File: src/rtl/wdt_pkg.sv
package wdt_pkg;

  localparam int ADDR_W = 5;
  localparam int NSLOT  = 4;

  localparam logic [ADDR_W-1:0] A_REV  = 5'h00;
  localparam logic [ADDR_W-1:0] A_CTRL = 5'h04;
  localparam logic [ADDR_W-1:0] A_CNT  = 5'h08;
  localparam logic [ADDR_W-1:0] A_LOAD = 5'h0C;
  localparam logic [ADDR_W-1:0] A_TRIG = 5'h10;
  localparam logic [ADDR_W-1:0] A_KEY  = 5'h14;
  localparam logic [ADDR_W-1:0] A_STAT = 5'h18;

  // posted slot indices
  localparam int S_CTRL = 0;
  localparam int S_LOAD = 1;
  localparam int S_TRIG = 2;
  localparam int S_KEY  = 3;

  // control field positions (software depends on them)
  localparam int CB_PEN  = 5;
  localparam int PTV_LSB = 2;
  localparam int PTV_W   = 3;

  localparam logic [15:0] KEY_ON1  = 16'hBBBB;
  localparam logic [15:0] KEY_ON2  = 16'h4444;
  localparam logic [15:0] KEY_OFF1 = 16'hAAAA;
  localparam logic [15:0] KEY_OFF2 = 16'h5555;

  typedef enum logic [1:0] {
    KS_IDLE    = 2'd0,
    KS_ARM_ON  = 2'd1,
    KS_ARM_OFF = 2'd2
  } key_st_e;

  function automatic logic [ADDR_W-1:0] slot_addr(input int i);
    case (i)
      S_CTRL:  slot_addr = A_CTRL;
      S_LOAD:  slot_addr = A_LOAD;
      S_TRIG:  slot_addr = A_TRIG;
      default: slot_addr = A_KEY;
    endcase
  endfunction

  function automatic int slot_pbit(input int i);
    case (i)
      S_CTRL:  slot_pbit = 0;
      S_LOAD:  slot_pbit = 2;
      S_TRIG:  slot_pbit = 3;
      default: slot_pbit = 4;
    endcase
  endfunction

endpackage

File: src/rtl/wdt_rst_sync.sv
module wdt_rst_sync (
  input  logic clk,
  input  logic arst_n,
  output logic rst_n_o
);
  logic [1:0] sync_q;

  always_ff @(posedge clk or negedge arst_n) begin
    if (!arst_n) sync_q <= 2'b00;
    else         sync_q <= {sync_q[0], 1'b1};
  end

  assign rst_n_o = sync_q[1];
endmodule

File: src/rtl/wdt_post_slot.sv
module wdt_post_slot #(
  parameter int W = 32
) (
  input  logic         clk,
  input  logic         rst_n,
  input  logic         wr_i,
  input  logic [W-1:0] wdata_i,
  input  logic         tick_i,
  output logic         pend_o,
  output logic         apply_o,
  output logic [W-1:0] data_o
);
  logic         pend_q, pend_d;
  logic [W-1:0] shad_q, shad_d;

  assign apply_o = tick_i & pend_q;

  always_comb begin
    shad_d = shad_q;
    pend_d = pend_q;
    if (apply_o) pend_d = 1'b0;
    if (wr_i) begin
      shad_d = wdata_i;
      pend_d = 1'b1;
    end
  end

  always_ff @(posedge clk or negedge rst_n) begin
    if (!rst_n) begin
      pend_q <= 1'b0;
      shad_q <= '0;
    end else begin
      pend_q <= pend_d;
      if (wr_i) shad_q <= shad_d;
    end
  end

  assign pend_o = pend_q;
  assign data_o = shad_q;

  a_r2_pend_on_write: assert property (@(posedge clk) disable iff (!rst_n)
    wr_i |=> pend_o);
  a_r2_pend_clears: assert property (@(posedge clk) disable iff (!rst_n)
    (apply_o && !wr_i) |=> !pend_o);
  a_r3_collide_keeps_new: assert property (@(posedge clk) disable iff (!rst_n)
    (wr_i && apply_o) |=> (pend_o && data_o == $past(wdata_i)));
endmodule

File: src/rtl/wdt_regbank.sv
module wdt_regbank
  import wdt_pkg::*;
#(
  parameter int          DATA_W = 32,
  parameter logic [7:0]  REV_ID = 8'h21
) (
  input  logic              clk,
  input  logic              rst_n,
  input  logic              tick_i,
  input  logic              wr_i,
  input  logic [ADDR_W-1:0] addr_i,
  input  logic [DATA_W-1:0] wdata_i,
  input  logic [DATA_W-1:0] cnt_i,
  output logic [DATA_W-1:0] rdata_o,
  output logic              pen_o,
  output logic [PTV_W-1:0]  ptv_o,
  output logic              ctrl_apply_o,
  output logic [DATA_W-1:0] load_o,
  output logic              reload_o,
  output logic              key_apply_o,
  output logic [DATA_W-1:0] key_word_o
);
  logic [NSLOT-1:0]  wr_slot, pend, apply;
  logic [DATA_W-1:0] shad [NSLOT];

  logic [DATA_W-1:0] ctrl_q, load_q, trig_q;
  logic [DATA_W-1:0] stat;

  for (genvar i = 0; i < NSLOT; i++) begin : g_slot
    assign wr_slot[i] = wr_i & (addr_i == slot_addr(i));
    wdt_post_slot #(.W(DATA_W)) u_slot (
      .clk     (clk),
      .rst_n   (rst_n),
      .wr_i    (wr_slot[i]),
      .wdata_i (wdata_i),
      .tick_i  (tick_i),
      .pend_o  (pend[i]),
      .apply_o (apply[i]),
      .data_o  (shad[i])
    );
  end

  // active copies in the timer view, updated only by an applying tick
  always_ff @(posedge clk or negedge rst_n) begin
    if (!rst_n) begin
      ctrl_q <= '0;
      load_q <= '0;
      trig_q <= '0;
    end else begin
      if (apply[S_CTRL]) ctrl_q <= shad[S_CTRL];
      if (apply[S_LOAD]) load_q <= shad[S_LOAD];
      if (apply[S_TRIG]) trig_q <= shad[S_TRIG];
    end
  end

  assign pen_o        = ctrl_q[CB_PEN];
  assign ptv_o        = ctrl_q[PTV_LSB +: PTV_W];
  assign ctrl_apply_o = apply[S_CTRL];
  assign load_o       = load_q;
  assign reload_o     = apply[S_TRIG] & (shad[S_TRIG] != trig_q);
  assign key_apply_o  = apply[S_KEY];
  assign key_word_o   = shad[S_KEY];

  always_comb begin
    stat = '0;
    for (int i = 0; i < NSLOT; i++) stat[slot_pbit(i)] = pend[i];
  end

  always_comb begin
    case (addr_i)
      A_REV:   rdata_o = DATA_W'(REV_ID);
      A_CTRL:  rdata_o = ctrl_q;
      A_CNT:   rdata_o = cnt_i;
      A_LOAD:  rdata_o = load_q;
      A_TRIG:  rdata_o = trig_q;
      A_STAT:  rdata_o = stat;
      default: rdata_o = '0;
    endcase
  end

  a_r8_same_trig_no_reload: assert property (@(posedge clk) disable iff (!rst_n)
    (apply[S_TRIG] && shad[S_TRIG] == trig_q) |-> !reload_o);
endmodule

File: src/rtl/wdt_key_seq.sv
module wdt_key_seq
  import wdt_pkg::*;
#(
  parameter int DATA_W = 32
) (
  input  logic              clk,
  input  logic              rst_n,
  input  logic              apply_i,
  input  logic [DATA_W-1:0] word_i,
  output logic              run_o
);
  key_st_e st_q, st_d;
  logic    run_q, run_d;

  logic is_on1, is_on2, is_off1, is_off2;
  assign is_on1  = (word_i == DATA_W'(KEY_ON1));
  assign is_on2  = (word_i == DATA_W'(KEY_ON2));
  assign is_off1 = (word_i == DATA_W'(KEY_OFF1));
  assign is_off2 = (word_i == DATA_W'(KEY_OFF2));

  always_comb begin
    st_d  = st_q;
    run_d = run_q;
    if (apply_i) begin
      st_d = KS_IDLE;
      case (st_q)
        KS_IDLE: begin
          if (is_on1)       st_d = KS_ARM_ON;
          else if (is_off1) st_d = KS_ARM_OFF;
        end
        KS_ARM_ON:  if (is_on2)  run_d = 1'b1;
        KS_ARM_OFF: if (is_off2) run_d = 1'b0;
        default:    st_d = KS_IDLE;
      endcase
    end
  end

  always_ff @(posedge clk or negedge rst_n) begin
    if (!rst_n) begin
      st_q  <= KS_IDLE;
      run_q <= 1'b0;
    end else if (apply_i) begin
      st_q  <= st_d;
      run_q <= run_d;
    end
  end

  assign run_o = run_q;

  a_r6_run_needs_key: assert property (@(posedge clk) disable iff (!rst_n)
    !apply_i |=> $stable(run_q));
  a_r4_start_seq: assert property (@(posedge clk) disable iff (!rst_n)
    $rose(run_q) |-> $past(st_q == KS_ARM_ON && is_on2));
  a_r5_stop_seq: assert property (@(posedge clk) disable iff (!rst_n)
    $fell(run_q) |-> $past(st_q == KS_ARM_OFF && is_off2));
endmodule

File: src/rtl/wdt_prescale.sv
module wdt_prescale
  import wdt_pkg::*;
(
  input  logic             clk,
  input  logic             rst_n,
  input  logic             tick_i,
  input  logic             run_i,
  input  logic             clr_i,
  input  logic             pen_i,
  input  logic [PTV_W-1:0] ptv_i,
  output logic             step_o
);
  localparam int DIV_W = (1 << PTV_W) - 1;

  logic [DIV_W-1:0] div_q, div_d, mask;
  logic             hit;

  always_comb begin
    for (int i = 0; i < DIV_W; i++) mask[i] = (32'(i) < 32'(ptv_i));
  end

  assign hit    = pen_i ? ((div_q & mask) == mask) : 1'b1;
  assign step_o = tick_i & run_i & hit;

  always_comb begin
    div_d = div_q;
    if (clr_i)                div_d = '0;
    else if (tick_i && run_i) div_d = div_q + 1'b1;
  end

  always_ff @(posedge clk or negedge rst_n) begin
    if (!rst_n) div_q <= '0;
    else        div_q <= div_d;
  end

  a_r10_step_on_tick: assert property (@(posedge clk) disable iff (!rst_n)
    step_o |-> (tick_i && run_i));
endmodule

File: src/rtl/wdt_counter.sv
module wdt_counter #(
  parameter int W = 32
) (
  input  logic         clk,
  input  logic         rst_n,
  input  logic         step_i,
  input  logic         reload_i,
  input  logic [W-1:0] load_i,
  output logic [W-1:0] cnt_o,
  output logic         ovf_o
);
  logic [W-1:0] cnt_q, cnt_d;
  logic         ovf_q, ovf_d;

  always_comb begin
    cnt_d = cnt_q;
    ovf_d = 1'b0;
    if (reload_i) begin
      cnt_d = load_i;
    end else if (step_i) begin
      if (&cnt_q) begin
        cnt_d = load_i;
        ovf_d = 1'b1;
      end else begin
        cnt_d = cnt_q + 1'b1;
      end
    end
  end

  always_ff @(posedge clk or negedge rst_n) begin
    if (!rst_n) begin
      cnt_q <= '0;
      ovf_q <= 1'b0;
    end else begin
      if (reload_i || step_i) cnt_q <= cnt_d;
      ovf_q <= ovf_d;
    end
  end

  assign cnt_o = cnt_q;
  assign ovf_o = ovf_q;

  a_r7_reload_value: assert property (@(posedge clk) disable iff (!rst_n)
    reload_i |=> cnt_q == $past(load_i));
  a_r9_hold_idle: assert property (@(posedge clk) disable iff (!rst_n)
    (!step_i && !reload_i) |=> $stable(cnt_q));
  a_r11_ovf_cause: assert property (@(posedge clk) disable iff (!rst_n)
    ovf_q |-> $past(step_i && !reload_i && (&cnt_q)));
endmodule

File: src/rtl/wdt_keyed_top.sv
module wdt_keyed_top
  import wdt_pkg::*;
#(
  parameter int         DATA_W = 32,
  parameter logic [7:0] REV_ID = 8'h21
) (
  input  logic              clk,
  input  logic              rst_n,
  input  logic              tmr_tick,
  input  logic              bus_wr,
  input  logic [ADDR_W-1:0] bus_addr,
  input  logic [DATA_W-1:0] bus_wdata,
  output logic [DATA_W-1:0] bus_rdata,
  output logic              rst_req
);
  logic              srst_n;
  logic              pen, ctrl_apply, reload, key_apply, run, step;
  logic [PTV_W-1:0]  ptv;
  logic [DATA_W-1:0] load, key_word, cnt;

  wdt_rst_sync u_rst (
    .clk     (clk),
    .arst_n  (rst_n),
    .rst_n_o (srst_n)
  );

  wdt_regbank #(.DATA_W(DATA_W), .REV_ID(REV_ID)) u_regs (
    .clk          (clk),
    .rst_n        (srst_n),
    .tick_i       (tmr_tick),
    .wr_i         (bus_wr),
    .addr_i       (bus_addr),
    .wdata_i      (bus_wdata),
    .cnt_i        (cnt),
    .rdata_o      (bus_rdata),
    .pen_o        (pen),
    .ptv_o        (ptv),
    .ctrl_apply_o (ctrl_apply),
    .load_o       (load),
    .reload_o     (reload),
    .key_apply_o  (key_apply),
    .key_word_o   (key_word)
  );

  wdt_key_seq #(.DATA_W(DATA_W)) u_key (
    .clk     (clk),
    .rst_n   (srst_n),
    .apply_i (key_apply),
    .word_i  (key_word),
    .run_o   (run)
  );

  wdt_prescale u_pre (
    .clk    (clk),
    .rst_n  (srst_n),
    .tick_i (tmr_tick),
    .run_i  (run),
    .clr_i  (reload | ctrl_apply),
    .pen_i  (pen),
    .ptv_i  (ptv),
    .step_o (step)
  );

  wdt_counter #(.W(DATA_W)) u_cnt (
    .clk      (clk),
    .rst_n    (srst_n),
    .step_i   (step),
    .reload_i (reload),
    .load_i   (load),
    .cnt_o    (cnt),
    .ovf_o    (rst_req)
  );
endmodule

File: config.mk
export PLATFORM = sky130hd
export DESIGN_NAME = wdt_keyed_top
export DESIGN_NICKNAME = d
export VERILOG_FILES = /design/src/rtl/wdt_pkg.sv /design/src/rtl/wdt_rst_sync.sv /design/src/rtl/wdt_post_slot.sv /design/src/rtl/wdt_regbank.sv /design/src/rtl/wdt_key_seq.sv /design/src/rtl/wdt_prescale.sv /design/src/rtl/wdt_counter.sv /design/src/rtl/wdt_keyed_top.sv
export SDC_FILE = /design/constraint.sdc
export NUM_CORES = 1
export LEC_CHECK = 0
export BUFFER_PORTS_ARGS = -buffer_cell sky130_fd_sc_hd__buf_4
export CAP_MARGIN = 20
export CORE_ASPECT_RATIO = 0.7
export CORE_MARGIN = 2
export CORE_UTILIZATION = 35
export DETAILED_ROUTE_END_ITERATION = 10
export PLACE_DENSITY = 0.56
export SETUP_SLACK_MARGIN = 0.3
export SYNTH_ARGS = -nofsm -noshare
export SYNTH_HDL_FRONTEND = slang
export SYNTH_SLANG_ARGS = --single-unit
File: constraint.sdc
create_clock -name clk -period 9.2 [get_ports clk]
set_input_delay 0.92 -clock clk [delete_from_list [all_inputs] [get_ports clk]]
set_output_delay 0.92 -clock clk [all_outputs]
set_load 0.1 [all_outputs]
======== Word-level counts from Yosys, hierarchy flattened ========
Cells that the tools add are included.
storage, ports and cells
  bits of input ports ..................... 41
  bits in read-only memories .............. 0
  latch bits .............................. 0
  output and inout port bits .............. 33
  RAM bits ................................ 0
  register bits ........................... 273
  memories ................................ 0
cells by class
  $lt $le $gt $ge ......................... 7
  multiplexer cells ....................... 24
  shifts and indexed selects .............. 0
  eq/ne operators ......................... 16
  reductions and logical operators ........ 14
  divide/modulo/power cells ............... 0
  add/subtract/negate cells ............... 2
  bitwise operators ....................... 13
  $mul .................................... 0
operator list
  kind                                                        count
  one-hot mux 32 bit (6 select lines)                         1
  2-to-1 mux 32 bit                                           3
  == test 32 x 15 -> 1 bit (second input constant)            2
  == test 32 x 16 -> 1 bit (second input constant)            2
  adder 32 x 1 -> 32 bit (second input constant)              1
  inequality test 32 bit                                      1
  AND reduction 32 bit                                        1
  == test 5 bit (second input constant)                       3
  2-to-1 mux 1 bit                                            14
  2-to-1 mux 7 bit                                            2
  nonzero test 2 bit                                          7
  AND 1 bit                                                   11
  == test 5 x 4 -> 1 bit (second input constant)              2
  less-than comparator 3 bit (first input constant)           3
  adder 7 x 1 -> 7 bit (second input constant)                1
  AND 7 bit                                                   1
  == test 7 bit                                               1
  less-than comparator 1 x 3 -> 1 bit (first input constant)  2
  less-than comparator 2 x 3 -> 1 bit (first input constant)  2
  2-to-1 mux 2 bit                                            3
  == test 5 x 3 -> 1 bit (second input constant)              1
  logical NOT 5 bit                                           1
  inequality test 2 x 1 -> 1 bit (second input constant)      2
  AND reduction 4 bit                                         1
  8 further kinds                                             8

======== Logic depth before layout (Yosys ltp) ========
  depth in word-level cells ............... 7
  mapped depth ............................ 9

======== By module ========
A second synthesis with hierarchy kept.
unflattened totals
  cell total of the unflattened synthesis .. 994
  area total of the unflattened synthesis .. 13193.9 sq um
by module, submodules not included
  module         times used  area an instance (sq um)  seq. area each (sq um)  cells each
  wdt_post_slot  4           1383.8                    825.8                   72
  wdt_regbank    1           4697.0                    2402.3                  381
  wdt_counter    1           2219.6                    825.8                   247
  wdt_prescale   1           382.9                     175.2                   43
  wdt_key_seq    1           299.0                     75.1                    31
  wdt_rst_sync   1           53.8                      50.0                    3
  wdt_keyed_top  1           6.3                       0.0                     1

======== Worst setup path after synthesis ========
No wires, ideal clock.
  path type ............................... input to output
  start ................................... in bus_addr[2]
  end ..................................... out bus_rdata[0]
  required time ........................... 8.280 ns
  path slack .............................. 4.793 ns
  arrival time ............................ 3.487 ns
  cell stages on the path ................. 2
  cell sequence ........................... or3_1 -> o21ai_0
on the way
  word-level cells in the longest chain between the ends .. 2
  elaborated cells on any way between the ends .. 7
  those cells by class .................... eq/ne (5); mux (1); reduce/logical (1)
RTL lines
  what                                         line                 source
  start, declared                              wdt_keyed_top.sv:11  input logic [ADDR_W-1:0] bus_addr,
  == test 5 bit, or another cell as far along  wdt_regbank.sv:70    case (addr_i)
  one-hot mux 32 bit (6 select lines) (*)      wdt_regbank.sv:70
  end, declared                                wdt_keyed_top.sv:13  output logic [DATA_W-1:0] bus_rdata,
Every way passes the cells marked *; elsewhere a longest branch is shown, timed or not.

======== Worst setup path after layout ========
  start ................................... in bus_addr[1]
  end ..................................... out bus_rdata[5]
The elaborated chain is that of the path after synthesis.

==> reports/results.tsv <==
stage	metric	value	unit
timing	setup tns final	0	ns
placement	worst slack, placed	5.01	ns
timing	Final period util	0.456	
setup_path	critical path cell sequence	buf_4, nor2_1, nand2_1, nor3_2, buf_4, a22oi_1, o21ai_0, buf_4	
setup_path	r2r startpoint	u_regs.ctrl_q[4]	
setup_path	crit path from	bus_addr[1]	
timing	Slew Viols, Final	0	
setup_path	Setup crit end kind	output pin	
job	max_cap viols	0	
clocking	post-CTS sizing	0	
floorplanning	I/O pin count	74	
setup_path	worst-path maximum fanout	21	
setup_path	r2r worst-path depth	6	
timing	RSZ-0062 raised after global routing	false	
synth	Top FF cell, synth	dfrtp_1	
setup_path	Critical R2R Capture	u_cnt.cnt_o[31]	
clocking	clk slew on worst S/H paths	0.06	ns
synth	unique cell type count in the Yosys netlist	72	
clocking	CTS H-tree lvls	1	
timing	Fin. Hold Viols	0	
synth	Post-synth EDFFs	0	
setup_path	crit path max-delay cell type	nor3_2	
routing	initial drt markers	619	
synth	flops & latches, synth	273	
synth	Synth area leader	dfrtp_1	
timing	worst setup margin	5.01	ns
setup_path	Startpoint Class	input port	
pwr	maximum vdd drop	0.106	mV
floorplanning	Die Ht	163	µm
pwr	Lkg Pwr	6.87	nW
placement	hpwl dp	23.7	mm
setup_path	Worst Path Arrival	3.27	ns
routing	Vias/cell	5.52	
floorplanning	die area	37600	µm²
routing	drt drc	0	
global_routing	gr ovfl total	0	
synth	most common cell in the synthesized netlist	dfrtp_1	
routing	Antenna Nets Post-Route	0	
global_routing	largest net degree at the start of global routing	173	
global_routing	vias in the first global route	8269	
hold_path	Worst Hold Class	in2async	
global_routing	first-pass GRT wire length	53.5	mm
synth	synth warn	0	
placement	port bufs	73	
floorplanning	Die W	231	µm
cells_and_area	Area Growth Syn to Fin	16.4	%
clocking	post-CTS setup buffers	0	
clocking	worst skew pair latency	0.55	ns
floorplanning	CORE AREA	35700	µm²
synth	Post-Syn Nets	1018	
synth	top-area cell type share of the netlist area	0.542	
global_routing	Total GRT Usage	0.187	
timing	relative slew slack	0.271	
routing	WL final	35.0	mm
cells_and_area	final net count	1082	
setup_path	Setup CP Type	in2out	
routing	DR WL/cell	22.8	µm
clocking	CTS Buf Count	28	
synth	most frequent cells after synthesis	dfrtp_1, mux2_2, nand2_1, xor2_1, a22o_1	
timing	crit path time final	4.19	ns
synth	Cells after Synth	972	
setup_path	Largest stage delay, worst path	0.83	ns
cells_and_area	Multi-input gate area	5470	µm²
timing	FMAX	238	MHz
synth	register area share after synthesis	0.542	
floorplanning	row cnt	58	
global_routing	antenna violations before repair	1	
clocking	Root Driver	clkbuf_16	
clocking	clock sink total	273	
cells_and_area	layout cells sized above 1	0.373	
timing	Worst Max-Slew Pin Slew	1.09	ns
setup_path	CP Data Required Time	8.28	ns
timing	Setup violations, final	0	
clocking	hold buffer count at CTS	0	
synth	Area contributors post-synth	dfrtp_1, mux2_2, xor2_1	
synth	mapped cell area	12600	µm²
synth	async set-reset flop share out of synthesis	1.00	
pwr	PwrDens	235	nW/µm²
clocking	clock buffer depth	3	
cells_and_area	register area	6840	µm²
synth	Syn Area/Cell	13.0	µm²
clocking	CTS tree	yes	
floorplanning	Initial Utilization	0.353	
placement	GP Congestion	0.840	
timing	clock skew	0.0188	ns
setup_path	most repeated library cell on the critical path	buf_4	
run_status	status	complete, no violations	
routing	routed vias	8496	
setup_path	worst reg2reg setup slack	5.99	ns
routing	Initial DRT Pass Iterations	5	
cells_and_area	FILL cells	3433	
placed cells by master (no fill, tap or decap), drive strengths merged, types with 16 or more instances in the layout:
master | Yosys | routed
a22o | 30 | 30
mux2 | 225 | 225
clkbuf | 26 | 41
buf | 29 | 89
a221o | 27 | 27
a2bb2oi | 20 | 20
nand2 | 50 | 50
xor2 | 37 | 37
dfrtp | 273 | 273
nor2 | 21 | 21
inv | 21 | 21
nor4 | 16 | 16
nand3 | 21 | 21
nand4 | 19 | 19
worst max path at each step:
| stage | endpoint | slack (ns) | cells after the start |
|---|---|---|---|
| after CTS | bus_rdata[5] | 4.99 | 8 |
| after detailed placement | bus_rdata[5] | 5.01 | 8 |
| after global placement | bus_rdata[3] | 5.13 | 8 |
| after global routing | bus_rdata[5] | 4.82 | 8 |
| final | bus_rdata[5] | 5.01 | 8 |
| after floorplan | u_cnt.cnt_o[0] | 1.03 | 0 |
flip-flops by register name, summed over array words and instances (netlist names):
| register | cells |
|---|---|
| u_pre.div_q | 7 |
| u_regs.load_o | 32 |
| u_key.run_o | 1 |
| u_regs.g_slot.u_slot.pend_o | 4 |
| u_regs.ctrl_q | 32 |
| u_cnt.ovf_o | 1 |
| u_key.st_q | 2 |
| u_cnt.cnt_o | 32 |
| u_rst.sync_q | 2 |
| u_regs.trig_q | 32 |
| u_regs.g_slot.u_slot.data_o | 128 |
layout make-up:
cell class | count | share of cell area
flip-flops and latches | 273 | 0.466
multi-input cells | 623 | 0.373
clock buffers | 41 | 0.0580
repair buffers | 89 | 0.0478
well taps | 480 | 0.0410
clock inverters | 10 | 0.00853
inverters | 21 | 0.00538
diodes | 1 | 0.000171
report_power, final:
part,total [mW],leakage [nW],internal (mW),switching (mW)
Combinational,0.557,2.84,0.284,0.273
Clock,1.19,0.489,0.721,0.473
Sequential,1.69,3.54,1.44,0.248
Total,3.44,6.87,2.45,0.995
per-layer routing:
layer | global-route usage | wire [µm]
met3 | 0.0277 | 1590
met2 | 0.280 | 15200
met1 | 0.287 | 17500
met4 | 0.0393 | 703
met5 | 0 | 0
per-stage QoR:
step	hold WS, ns	power (mW)	area (µm²)	cells	util
floorplan	0.331	2.04	12600	972	-
global placement	0.304	2.24	13600	1484	0.382
detailed placement	0.301	2.26	13600	1484	0.382
CTS	0.131	3.47	14600	1535	0.410
global route	0.132	3.61	14700	1538	0.411
finish	0.151	3.44	14700	1538	0.411
critical path, delay by kind of cell:
kind | cells | cell delay [ns]
simple gates | 3 | 1.16
compound gates | 2 | 0.27
buf+inv | 3 | 0.90
cell families after synthesis:
| kind of cell | count (synthesis) | share of synthesized area |
|---|---|---|
| DFF | 273 | 0.542 |
| muxes | 231 | 0.206 |
| and+or+nand+nor | 183 | 0.0812 |
| AOI/OAI and AO/OA | 165 | 0.113 |
| buffers and inverters | 76 | 0.0264 |
| xor gates and xnor gates | 38 | 0.0264 |
| adders and majority gates | 5 | 0.00497 |
| other | 1 | 0.000298 |
Power figures use the tool's default switching activity.
